--- src/rtl/rv_dec_pkg.sv ---
package rv_dec_pkg;

   localparam int unsigned INSN_W    = 32;
   localparam int unsigned REG_IDX_W = 5;
   localparam int unsigned WB_SEL_W  = 2;

   localparam logic [6:0] OPC_LOAD   = 7'b0000011;
   localparam logic [6:0] OPC_OPIMM  = 7'b0010011;
   localparam logic [6:0] OPC_AUIPC  = 7'b0010111;
   localparam logic [6:0] OPC_STORE  = 7'b0100011;
   localparam logic [6:0] OPC_REG    = 7'b0110011;
   localparam logic [6:0] OPC_LUI    = 7'b0110111;
   localparam logic [6:0] OPC_BRANCH = 7'b1100011;
   localparam logic [6:0] OPC_JALR   = 7'b1100111;
   localparam logic [6:0] OPC_JAL    = 7'b1101111;

   localparam logic OP1_FROM_RS1 = 1'b0;
   localparam logic OP1_FROM_PC  = 1'b1;
   localparam logic OP2_FROM_RS2 = 1'b0;
   localparam logic OP2_FROM_IMM = 1'b1;

   localparam logic [WB_SEL_W-1:0] WB_FROM_ALU  = 2'd0;
   localparam logic [WB_SEL_W-1:0] WB_FROM_MEM  = 2'd1;
   localparam logic [WB_SEL_W-1:0] WB_FROM_LINK = 2'd3;

   typedef enum logic [3:0] {
      CL_NONE,
      CL_LOAD,
      CL_OPIMM,
      CL_AUIPC,
      CL_STORE,
      CL_REG,
      CL_LUI,
      CL_BRANCH,
      CL_JALR,
      CL_JAL
   } op_class_e;

   typedef enum logic [2:0] {
      FMT_NONE,
      FMT_I,
      FMT_S,
      FMT_B,
      FMT_U,
      FMT_J
   } imm_fmt_e;

endpackage

--- src/rtl/rv_opclass.sv ---
module rv_opclass
   import rv_dec_pkg::*;
(
   input  logic [6:0] opcode_i,
   output op_class_e  cls_o,
   output imm_fmt_e   fmt_o
);

   always_comb begin
      cls_o = CL_NONE;
      fmt_o = FMT_NONE;
      unique case (opcode_i)
         OPC_LOAD:   begin cls_o = CL_LOAD;   fmt_o = FMT_I; end
         OPC_OPIMM:  begin cls_o = CL_OPIMM;  fmt_o = FMT_I; end
         OPC_AUIPC:  begin cls_o = CL_AUIPC;  fmt_o = FMT_U; end
         OPC_STORE:  begin cls_o = CL_STORE;  fmt_o = FMT_S; end
         OPC_REG:    begin cls_o = CL_REG;    fmt_o = FMT_NONE; end
         OPC_LUI:    begin cls_o = CL_LUI;    fmt_o = FMT_U; end
         OPC_BRANCH: begin cls_o = CL_BRANCH; fmt_o = FMT_B; end
         OPC_JALR:   begin cls_o = CL_JALR;   fmt_o = FMT_I; end
         OPC_JAL:    begin cls_o = CL_JAL;    fmt_o = FMT_J; end
         default:    begin cls_o = CL_NONE;   fmt_o = FMT_NONE; end
      endcase
   end


   always_comb begin
      fmt_none_class_chk: assert ((fmt_o == FMT_NONE) == (cls_o == CL_NONE || cls_o == CL_REG))
         else $error("immediate format disagrees with class");
   end

endmodule

--- src/rtl/rv_immgen.sv ---
module rv_immgen
   import rv_dec_pkg::*;
#(
   parameter int unsigned XLEN = 32
) (
   input  logic [INSN_W-1:7] fld_i,
   input  imm_fmt_e          fmt_i,
   output logic [XLEN-1:0]   imm_o
);

   localparam int unsigned EXT_W = (XLEN > INSN_W) ? (XLEN - INSN_W) : 1;

   if (XLEN < INSN_W) begin : g_bad_xlen
      $error("rv_immgen: XLEN must be at least 32");
   end

   logic [INSN_W-1:0] raw;
   logic              sgn;

   assign sgn = fld_i[31];

   always_comb begin
      unique case (fmt_i)
         FMT_I:   raw = {{20{sgn}}, fld_i[31:20]};
         FMT_S:   raw = {{20{sgn}}, fld_i[31:25], fld_i[11:7]};
         FMT_B:   raw = {{19{sgn}}, sgn, fld_i[7], fld_i[30:25], fld_i[11:8], 1'b0};
         FMT_U:   raw = {fld_i[31:12], 12'b0};
         FMT_J:   raw = {{11{sgn}}, sgn, fld_i[19:12], fld_i[20], fld_i[30:21], 1'b0};
         default: raw = '0;
      endcase
   end

   if (XLEN == INSN_W) begin : g_native
      assign imm_o = raw;
   end else begin : g_extend
      logic [EXT_W-1:0] upper;
      assign upper = {EXT_W{raw[INSN_W-1]}};
      assign imm_o = {upper, raw};


      always_comb begin
         upper_sign_chk: assert (imm_o[XLEN-1:INSN_W] == {EXT_W{imm_o[INSN_W-1]}})
            else $error("upper immediate bits not a sign copy");
      end
   end


   always_comb begin
      upper_low_zero_chk: assert (fmt_i != FMT_U || imm_o[11:0] == 12'd0)
         else $error("U immediate has non-zero low bits");
   end


   always_comb begin
      branch_even_chk: assert (!(fmt_i == FMT_B || fmt_i == FMT_J) || !imm_o[0])
         else $error("jump or branch offset is odd");
   end


   always_comb begin
      no_fmt_zero_chk: assert (fmt_i != FMT_NONE || imm_o == '0)
         else $error("immediate not zero without a format");
   end

endmodule

--- src/rtl/rv_ctrlgen.sv ---
module rv_ctrlgen
   import rv_dec_pkg::*;
#(
   parameter bit SUPPRESS_X0_WRITE = 1'b0
) (
   input  op_class_e             cls_i,
   input  logic                  rd_zero_i,
   output logic                  op1_sel_o,
   output logic                  op2_sel_o,
   output logic                  mem_rd_en_o,
   output logic                  mem_wr_en_o,
   output logic                  reg_wr_en_o,
   output logic [WB_SEL_W-1:0]   wb_sel_o
);

   logic writes_rd;

   always_comb begin
      op1_sel_o   = OP1_FROM_RS1;
      op2_sel_o   = OP2_FROM_RS2;
      mem_rd_en_o = 1'b0;
      mem_wr_en_o = 1'b0;
      writes_rd   = 1'b0;
      wb_sel_o    = WB_FROM_ALU;
      unique case (cls_i)
         CL_LOAD: begin
            op2_sel_o   = OP2_FROM_IMM;
            mem_rd_en_o = 1'b1;
            writes_rd   = 1'b1;
            wb_sel_o    = WB_FROM_MEM;
         end
         CL_OPIMM: begin
            op2_sel_o = OP2_FROM_IMM;
            writes_rd = 1'b1;
         end
         CL_AUIPC: begin
            op1_sel_o = OP1_FROM_PC;
            op2_sel_o = OP2_FROM_IMM;
            writes_rd = 1'b1;
         end
         CL_STORE: begin
            op2_sel_o   = OP2_FROM_IMM;
            mem_wr_en_o = 1'b1;
         end
         CL_REG: begin
            writes_rd = 1'b1;
         end
         CL_LUI: begin
            op2_sel_o = OP2_FROM_IMM;
            writes_rd = 1'b1;
         end
         CL_BRANCH: begin
            op1_sel_o = OP1_FROM_PC;
            op2_sel_o = OP2_FROM_IMM;
         end
         CL_JALR: begin
            op2_sel_o = OP2_FROM_IMM;
            writes_rd = 1'b1;
            wb_sel_o  = WB_FROM_LINK;
         end
         CL_JAL: begin
            op1_sel_o = OP1_FROM_PC;
            op2_sel_o = OP2_FROM_IMM;
            writes_rd = 1'b1;
            wb_sel_o  = WB_FROM_LINK;
         end
         default: begin
            op1_sel_o = OP1_FROM_RS1;
         end
      endcase
   end

   if (SUPPRESS_X0_WRITE) begin : g_gate_x0
      assign reg_wr_en_o = writes_rd & ~rd_zero_i;
   end else begin : g_plain
      assign reg_wr_en_o = writes_rd;
   end


   always_comb begin
      mem_excl_chk: assert (!(mem_rd_en_o && mem_wr_en_o))
         else $error("memory read and write together");
   end


   always_comb begin
      wb_code_chk: assert (wb_sel_o != 2'd2)
         else $error("reserved write-back code driven");
   end


   always_comb begin
      store_no_wb_chk: assert (!mem_wr_en_o || !reg_wr_en_o)
         else $error("store also writes a register");
   end


   always_comb begin
      x0_gate_chk: assert (!(SUPPRESS_X0_WRITE && rd_zero_i && reg_wr_en_o))
         else $error("write to register 0 not suppressed");
   end


   always_comb begin
      mem_data_wb_chk: assert (wb_sel_o != WB_FROM_MEM || mem_rd_en_o)
         else $error("memory write-back without a read");
   end

endmodule

--- src/rtl/rv_inst_decoder.sv ---
module rv_inst_decoder
   import rv_dec_pkg::*;
#(
   parameter int unsigned XLEN              = 32,
   parameter bit          SUPPRESS_X0_WRITE = 1'b0
) (
   input  logic [31:0]       instr_i,
   output logic [4:0]        rs1_addr_o,
   output logic [4:0]        rs2_addr_o,
   output logic [4:0]        rd_addr_o,
   output logic [XLEN-1:0]   imm_o,
   output logic              op1_sel_o,
   output logic              op2_sel_o,
   output logic              mem_rd_en_o,
   output logic              mem_wr_en_o,
   output logic              reg_wr_en_o,
   output logic [1:0]        wb_sel_o
);

   if (XLEN < INSN_W) begin : g_bad_xlen
      $error("rv_inst_decoder: XLEN must be at least 32");
   end

   op_class_e cls;
   imm_fmt_e  fmt;

   rv_opclass u_opclass (
      .opcode_i (instr_i[6:0]),
      .cls_o    (cls),
      .fmt_o    (fmt)
   );

   rv_immgen #(
      .XLEN (XLEN)
   ) u_immgen (
      .fld_i (instr_i[INSN_W-1:7]),
      .fmt_i (fmt),
      .imm_o (imm_o)
   );

   rv_ctrlgen #(
      .SUPPRESS_X0_WRITE (SUPPRESS_X0_WRITE)
   ) u_ctrlgen (
      .cls_i       (cls),
      .rd_zero_i   (instr_i[11:7] == '0),
      .op1_sel_o   (op1_sel_o),
      .op2_sel_o   (op2_sel_o),
      .mem_rd_en_o (mem_rd_en_o),
      .mem_wr_en_o (mem_wr_en_o),
      .reg_wr_en_o (reg_wr_en_o),
      .wb_sel_o    (wb_sel_o)
   );

   assign rs1_addr_o = (cls == CL_LUI) ? '0 : instr_i[19:15];
   assign rs2_addr_o = instr_i[24:20];
   assign rd_addr_o  = instr_i[11:7];


   always_comb begin
      lui_x0_src_chk: assert (instr_i[6:0] != OPC_LUI || rs1_addr_o == '0)
         else $error("upper-immediate load reads a non-zero register");
   end


   always_comb begin
      unknown_quiet_chk: assert (!(instr_i[1:0] != 2'b11 &&
                                   (mem_rd_en_o || mem_wr_en_o || reg_wr_en_o)))
         else $error("unrecognised word raised a strobe");
   end


   always_comb begin
      link_writes_chk: assert (wb_sel_o != WB_FROM_LINK || op2_sel_o == OP2_FROM_IMM)
         else $error("link write-back without immediate operand");
   end

endmodule

--- config.mk ---
export PLATFORM = sky130hd
export DESIGN_NAME = rv_inst_decoder
export DESIGN_NICKNAME = d
export VERILOG_FILES = /design/src/rtl/rv_dec_pkg.sv /design/src/rtl/rv_opclass.sv /design/src/rtl/rv_immgen.sv /design/src/rtl/rv_ctrlgen.sv /design/src/rtl/rv_inst_decoder.sv
export SDC_FILE = /design/constraint.sdc
export NUM_CORES = 1
export LEC_CHECK = 0
export BUFFER_PORTS_ARGS = -buffer_cell sky130_fd_sc_hd__buf_2
export CAP_MARGIN = 20
export CELL_PAD_IN_SITES_DETAIL_PLACEMENT = 0
export CELL_PAD_IN_SITES_GLOBAL_PLACEMENT = 1
export CORE_MARGIN = 2
export CORE_UTILIZATION = 21
export DETAILED_ROUTE_END_ITERATION = 7
export PLACE_DENSITY_LB_ADDON = 0.3
export SLEW_MARGIN = 5
export SYNTH_ARGS = -nofsm -noshare
export SYNTH_HDL_FRONTEND = slang
export SYNTH_SLANG_ARGS = --single-unit
--- constraint.sdc ---
create_clock -name vclk -period 1.7
set_input_delay 0.17 -clock vclk [all_inputs]
set_output_delay 0.17 -clock vclk [all_outputs]
set_load 0.02 [all_outputs]
# Word level (Yosys, flattened, before mapping)
# Cells that the tools add are included.
[word_totals]
register_bits = 0
in_bits = 32
out_inout_bits = 54
word_cells = 39
[op_classes]
eq_ne = 23
muxes = 10
n_reduce_logical = 6
[ops]
columns = ["cell", "count"]
rows = [
  ["$pmux W32 S5", 1],
  ["$pmux W4 S9", 1],
  ["$eq A7 B6 Y1 const B", 3],
  ["$eq A7 B7 Y1 const B", 3],
  ["$eq A4 B3 Y1 const B", 4],
  ["$pmux W3 S5", 1],
  ["$eq A7 B5 Y1 const B", 2],
  ["$eq A4 B2 Y1 const B", 2],
  ["$eq A4 B4 Y1 const B", 2],
  ["$reduce_or A8 Y1", 1],
  ["$eq A7 B2 Y1 const B", 1],
  ["$reduce_or A7 Y1", 1],
  ["$eq A3 B2 Y1 const B", 2],
  ["$eq A3 B3 Y1 const B", 2],
  ["$reduce_or A3 Y1", 2],
  ["$mux W1", 5],
  ["$mux W5", 1],
  ["$eq A4 B1 Y1 const B", 1],
  ["$pmux W2 S2", 1],
  ["$reduce_or A2 Y1", 2],
  ["$eq A3 B1 Y1 const B", 1],
]

# Longest topological paths before layout
# Gate-level depths: netlist of the first run.
[logic_depth]
ltp_word = 5
ltp_mapped = 6
mapped_depth_nobuf = 4

# Cells and area by module
# A second synthesis of the first run with hierarchy kept.
[unflattened]
hier_cells = 127
area_unflattened_um2 = 812.0
[by_module_without_submodules]
columns = ["module", "instances", "cells_per_inst", "area_each_um2", "seq_area_each_um2"]
rows = [
  ["rv_immgen", 1, 66, 390.4, 0.0],
  ["rv_opclass", 1, 29, 180.2, 0.0],
  ["rv_inst_decoder", 1, 18, 130.1, 0.0],
  ["rv_ctrlgen", 1, 14, 111.4, 0.0],
]

# Worst setup path before layout of the first run
# OpenSTA, ideal clock, no wires.
[synth_timing]
path_type = "input-to-output"
startpoint = "input instr_i[5]"
endpoint = "output imm_o[31]"
arrival_time_ns = 1.460
required_time_ns = 1.530
slack_ns = 0.070
cell_stages = 5
n_path_buf = 1
cell_sequence = "clkbuf_1 -> mux2_2 -> o21ai_0 -> nand2_1 -> nor3_1"
[synth_between]
elab_chain_cells = 5
elab_cells_between_ends = 17
cone_classes = "eq/ne: 13; mux: 2; reduce/logical: 2"
[synth_rtl]
columns = ["item", "line", "source"]
rows = [
  ["from (decl)", "rv_inst_decoder.sv:7", "input logic [31:0] instr_i,"],
  ["$eq A7 B2 Y1, or another cell as far along", "rv_opclass.sv:12", "unique case (opcode_i)"],
  ["$reduce_or A3 Y1 (no line) or $reduce_or A2 Y1 (tied branches)", "-", ""],
  ["$pmux W3 S5 *", "rv_opclass.sv:12", ""],
  ["$eq A3 B3 Y1, or another cell as far along", "rv_immgen.sv:23", "unique case (fmt_i)"],
  ["$pmux W32 S5 *", "rv_immgen.sv:23", ""],
  ["to (decl)", "rv_inst_decoder.sv:11", "output logic [XLEN-1:0] imm_o,"],
]
# Every way passes the cells marked *; elsewhere a longest branch is shown, timed or not.

# Worst setup path after layout of the first run
[layout_timing]
startpoint = "input instr_i[6]"
endpoint = "output imm_o[11]"
# The elaborated chain is that of the path after synthesis.

==> results of run 1 <==
[per-layer routing]
metal / wire, um / up-vias / global-route usage, %
met5: 0 / - / 0
met4: 0 / 0 / 0
met3: 203 / 0 / 1.04
met2: 1290 / 49 / 21.7
met1: 996 / 449 / 13.4
li1: - / 498 / -
[timing repair]
action | 4_1_cts | 5_1_grt
setup endpoints to repair | 0 | 13
resized for setup | 0 | 17
buffers inserted | 0 | 0
[area by class of cell]
class	count	area (um2)
Fill cell	363	2080
Inverter	3	11.3
Multi-Input combinational cell	78	593
Tap cell	46	57.6
Timing Repair Buffer	97	547
[critical path, cell delays in order]
cell and delay, ns:
buf_2 0.13, or3b_4 0.43, a21oi_4 0.16, mux2_4 0.32, o2bb2ai_2 0.11, buf_2 0.15
[metrics by stage]
step	instances	total power, mW
after global routing	224	0.249
after detailed placement	223	0.224
final	224	0.228
after floorplan	96	0.138
after global placement	223	0.223
after CTS	223	0.225
[logic make-up (layout without fill, tap and decap cells)]
kind of cell | Yosys count | in the layout | synth area share (%)
and+or+nand+nor | 39 | 39 | 35.3
buffers and inverters | 18 | 100 | 17.2
muxes | 3 | 3 | 5.14
AOI/OAI and AO/OA | 36 | 36 | 42.4
[worst max-delay path by stage]
stage,from,to,slack (ns),depth (start not counted)
after floorplan,instr_i[5],imm_o[31],0.07,5
after global placement,instr_i[3],imm_o[11],0.05,6
after detailed placement,instr_i[3],imm_o[11],0.04,6
after CTS,instr_i[3],imm_o[11],0.04,6
after global routing,instr_i[3],imm_o[25],-0.009,7
final,instr_i[6],imm_o[11],0.06,6
[cells in the mapped netlist]
cell	n	area, um2
a21o_1	2	15.0
a21o_2	17	149
a21oi_1	1	5.00
a21oi_2	1	8.76
a21oi_4	1	16.3
a22o_1	4	35.0
a22oi_1	1	7.51
a32o_1	1	10.0
and2_1	8	50.1
and3b_1	1	8.76
and4b_1	1	10.0
buf_2	1	5.00
buf_4	10	75.1
buf_6	2	22.5
clkbuf_1	2	7.51
inv_1	3	11.3
mux2_2	1	11.3
mux2_4	1	15.0
mux2i_1	1	10.0
nand2_1	6	22.5
nand2_2	1	6.26
nand3_1	1	5.00
nand3b_1	1	7.51
nand4b_1	1	8.76
nor2_1	8	30.0
nor2_4	1	11.3
nor2b_1	6	37.5
nor3_1	1	5.00
nor4_4	1	21.3
o21ai_0	6	30.0
o2bb2ai_2	1	15.0
o31ai_1	1	7.51
or3b_4	1	11.3
or4b_4	1	13.8
[power groups by stage]
stage	logic, mW	clock network [mW]	registers [mW]
6_report	0.228	0	0
5_1_grt	0.249	0	0
4_1_cts	0.225	0	0
3_5_place_dp	0.224	0	0
3_3_place_gp	0.223	0	0
2_1_floorplan	0.138	0	0
[cell usage in the layout (no fill, tap or decap), types with 2 or more instances in the layout]
| cell type | synthesis | layout |
|---|---|---|
| and2_1 | 8 | 7 |
| a21oi_4 | 1 | 2 |
| nor2_1 | 8 | 8 |
| nand2_1 | 6 | 6 |
| a21o_1 | 2 | 2 |
| buf_2 | 1 | 74 |
| o21ai_0 | 6 | 5 |
| nor2b_1 | 6 | 6 |
| a21o_2 | 17 | 17 |
| inv_1 | 3 | 3 |
| a22o_1 | 4 | 4 |
| buf_4 | 10 | 22 |
==> metrics, run 1 <==
outcome finished clean; CP startpoint kind input port; Syn Nets 128; worst hold stages 2; static leakage 0.774 nW; Slew Limit Headroom 77.7%; Layout area overhead 71.3%; Switch Pwr 0.130 mW; Period minus WS final 1.64 ns; die height 62.0 um; Vias/cell 4.45; core area 3280 um2; Setup violations, final 0; Max Cap Violations 0; final count of hold timing violations 0; CP Capture Type output pin; grt ovf 0; register area 0 um2; Seq pwr share 0%; pwr dens 189 nW/um2; # IOs 86; Pint 0.0988 mW; Initial Util 21.5%; vias in the first global route 799; PortBufs 86; DR WL/cell 11.1 um; # rows 21; DIE WIDTH 62.0 um; count of sequential standard cells 0; Sw Share 56.7%; Max Clock Freq 608 MHz; post-route cell area 1210 um2; Hold Path End rd_addr_o[3]; DP HPWL 2150 um; initial antenna violation count 0; Synth Instances 96; hold path start instr_i[10]; fin nets 212; Crit Path Max Fanout 5; Iter 0 DRT Violations 11; warnings from Yosys 0; first-pass GRT wire length 3360 um; pin slew with the least headroom to its limit 0.331 ns; Setup WS post-layout 0.0558 ns; hold_buf cts 0; fin. max-slew vios 0; Hold Path Class input port to output pin; Final Util 36.8%; WP data required 1.53 ns; GPL Wtd Cong 0.864; clock network power share 0%; arrival time at the worst endpoint 1.47 ns; Detail Route Antenna Nets 0; Min Hold Slack 0.576 ns; via count 996; Peak VDD IR 0.0552 mV; diode count 0; WL final 2490 um; fin crit share 96.7%; full die area 3840 um2; Post-Place Cell Area 1160 um2; layout cells sized above 1 70.2%; total negative slack 0 ns; post-synthesis cell type count 34; DR pass1 iterations 4; largest net degree at the start of global routing 12; critical path class input port to output pin; dpl ws 0.0364 ns; combinational share of power 100.0%; post-route DRC violation count 0; Tot GR Track Use 11.0%; register area share after synthesis 0%; syn_area_per_cell 7.35 um2; clock buf count 0; synthesized area 706 um2
No activity file was read; power rests on OpenSTA's default activity.
==> run 2: changes to the inputs <==
BUFFER_PORTS_ARGS = not set   (was -buffer_cell sky130_fd_sc_hd__buf_2)
CORE_UTILIZATION = 40   (was 21)
DONT_BUFFER_PORTS = 1   (was not set)
==> metrics, run 2 (synthesis gave the netlist of run 1 again) <==
outcome finished clean; Sw Share 61.0%; post-route DRC violation count 0; initial antenna violation count 0; pin slew with the least headroom to its limit 0.456 ns; DR WL/cell 16.7 um; post-CTS setup buffers 0; Max Cap Violations 0; core area 1690 um2; layout cells sized above 1 42.6%; final count of hold timing violations 0; Vias/cell 6.20; count of sequential standard cells 0; Setup violations, final 0; RSZ-0062 raised after global routing false; hold_buf cts 0; PortBufs 0; most frequent cells in the layout a21o_2 (17), buf_4 (13), and2_1 (8), nor2_1 (8); Seq pwr share 0%; via count 688; dpl ws 0.231 ns; Pint 0.0422 mW; Crit Path Max Fanout 9; Setup WS post-layout 0.217 ns; Max Clock Freq 674 MHz; Peak VDD IR 0.0568 mV; Tot GR Track Use 15.3%; critical path class input port to output pin; DR pass1 iterations 3; fin crit share 87.2%; WL final 1860 um; full die area 2120 um2; die height 46 um; Hold Path Class input port to output pin; combinational share of power 100.0%; first-pass GRT wire length 2500 um; fin. max-slew vios 0; DIE WIDTH 46 um; # rows 15; static leakage 0.387 nW; register area 0 um2; total power 0.108 mW; # IOs 86; worst setup path startpoint instr_i[2]; # fillers 184; total negative slack 0 ns; Initial Util 41.8%; fin nets 128; Multi-input gate area 584 um2; DP HPWL 1570 um; Period minus WS final 1.48 ns; WP data required 1.53 ns; CP startpoint kind input port; pwr dens 151 nW/um2; vias in the first global route 545; Iter 0 DRT Violations 13; hold path start instr_i[7]; Switch Pwr 0.0659 mW; arrival time at the worst endpoint 1.31 ns; post_cts resized 0; Slew Limit Headroom 69.7%; clock buf count 0; worst setup path endpoint imm_o[9]; largest net degree at the start of global routing 12; grt ovf 0; CP Capture Type output pin; Detail Route Antenna Nets 0; Layout area overhead 1.24%; clock network power share 0%; most common cell after layout, fill and taps aside a21o_2; diode count 0; GPL Wtd Cong 0.754
[run 2: worst min-delay path by stage]
| stage | depth (start not counted) | slack [ns] | endpoint |
|---|---|---|---|
| final | 0 | 0.34 | rd_addr_o[0] |
| after global routing | 0 | 0.34 | rs2_addr_o[1] |
| after CTS | 0 | 0.34 | rs2_addr_o[2] |
| after detailed placement | 0 | 0.34 | rs2_addr_o[2] |
| after floorplan | 1 | 0.42 | mem_rd_en_o |
| after global placement | 0 | 0.34 | rs2_addr_o[2] |
[run 2: worst max-delay path, stage by stage]
cell and delay (ns):
nor2_4 0.11, or4b_4 0.50, and2_1 0.22, nor2b_1 0.15, buf_4 0.16
[run 2: area by class of cell]
| type | count | share of cell area (%) |
|---|---|---|
| well taps | 17 | 2.98 |
| repair buffers | 13 | 13.7 |
| multi-input cells | 78 | 81.8 |
| inverters | 3 | 1.58 |
[run 2: through the flow]
step	hold WS, ns	utilization (%)	cells	area (um2)
after floorplan	0.420	-	96	706
after global placement	0.340	42.3	111	714
after detailed placement	0.340	42.3	111	714
after CTS	0.340	42.3	111	714
after global routing	0.340	42.3	111	714
final	0.340	42.3	111	714
[run 2: power groups by stage]
stage	clock (mW)	sequential, mW	combinational, mW
3_3_place_gp	0	0	0.109
4_1_cts	0	0	0.109
5_1_grt	0	0	0.117
3_5_place_dp	0	0	0.109
2_1_floorplan	0	0	0.138
6_report	0	0	0.108
[run 2: per-layer routing]
metal | GRT usage [%] | vias to the layer above | part of all wire, %
met5 | 0 | - | 0
met3 | 1.59 | 0 | 9.4
li1 | - | 329 | -
met4 | 0 | 0 | 0
met1 | 21.9 | 312 | 40
met2 | 25.8 | 47 | 50
==> run 3: changes to the inputs <==
CAP_MARGIN = 15   (was 20)
CORE_ASPECT_RATIO = 0.75   (was not set)
==> metrics, run 3 (synthesis gave the netlist of run 1 again) <==
arrival time at the worst endpoint 1.31 ns; Setup violations, final 0; post-route cell area 721 um2; WP data required 1.53 ns; DIE WIDTH 52.5 um; full die area 2120 um2; combinational share of power 100.0%; post_cts resized 0; hold_buf cts 0; CP startpoint kind input port; pwr dens 150 nW/um2; Initial Util 41.7%; fin crit share 86.8%; core area 1690 um2; Iter 0 DRT Violations 8; post-route DRC violation count 0; layout cells sized above 1 42.6%; fin nets 128; via count 667; outcome finished clean; register area 0 um2; Period minus WS final 1.48 ns; Slew Limit Headroom 69.1%; fin. max-slew vios 0; pin slew with the least headroom to its limit 0.465 ns; vias in the first global route 500; critical path class input port to output pin; clock buf count 0; DP HPWL 1570 um; Detail Route Antenna Nets 0; count of sequential standard cells 0; post-CTS setup buffers 0; Switch Pwr 0.0658 mW; CP Capture Type output pin; Tot GR Track Use 13.7%; Post-Place Cell Area 721 um2; Seq pwr share 0%; Final Util 42.6%; Layout area overhead 2.13%; hold path start instr_i[9]; WL final 1870 um; diode count 0; DR pass1 iterations 4; DR WL/cell 16.1 um; grt ovf 0; static leakage 0.387 nW; Vias/cell 5.75; Crit Path Max Fanout 11; Peak VDD IR 0.0730 mV; clock network power share 0%; total negative slack 0 ns; initial antenna violation count 0; Max Cap Violations 0; first-pass GRT wire length 2270 um; Pint 0.0422 mW; most frequent cells in the layout a21o_2 (17), buf_4 (13), and2_1 (8), nor2_1 (8); worst setup path startpoint instr_i[2]; total power 0.108 mW; Hold Path Class input port to output pin; GPL Wtd Cong 0.830; most common cell after layout, fill and taps aside a21o_2; # IOs 86; largest net degree at the start of global routing 12; # rows 13; RSZ-0062 raised after global routing false; final count of hold timing violations 0; Max Clock Freq 677 MHz; Sw Share 60.9%; die height 40.4 um; Min Hold Slack 0.340 ns; PortBufs 0
[run 3: cell counts in the layout (fill, tap and decap cells not counted)]
No cell type changed its count.
[run 3: layout make-up]
cell class                 instances  area [um2]
tap                               22        27.5
timing repair buffer              13        97.6
fill                             220         971
multi-input combinational         78         584
inverter                           3        11.3
[run 3: metrics by stage]
stage | worst slack, ns | std cells
4_1_cts | 0.216 | 116
5_1_grt | 0.160 | 116
2_1_floorplan | 0.0696 | 96
3_3_place_gp | 0.245 | 116
6_report | 0.224 | 116
3_5_place_dp | 0.218 | 116
[run 3: routing by layer]
metal | routed length (um) | track usage, %
met5 | 0 | 0
met1 | 827 | 19.4
met4 | 0 | 0.641
met2 | 836 | 22.2
met3 | 203 | 2.99
[run 3: final timing paths]
kind      endpoint  slack (ns)  cells past startpoint
max      imm_o[25]        0.22                      5
min   rd_addr_o[2]        0.34                      0
[run 3: power by group through the flow]
stage | sequential, mW | combinational, mW | clock [mW]
after floorplan | 0 | 0.138 | 0
after global placement | 0 | 0.108 | 0
after detailed placement | 0 | 0.109 | 0
after CTS | 0 | 0.109 | 0
after global routing | 0 | 0.116 | 0
final | 0 | 0.108 | 0
[run 3: worst max-delay path, cell delays in order]
cell     delay (ns)
nor2_4         0.12
or4b_4         0.51
a21oi_2        0.13
buf_4          0.18
a21o_1         0.20
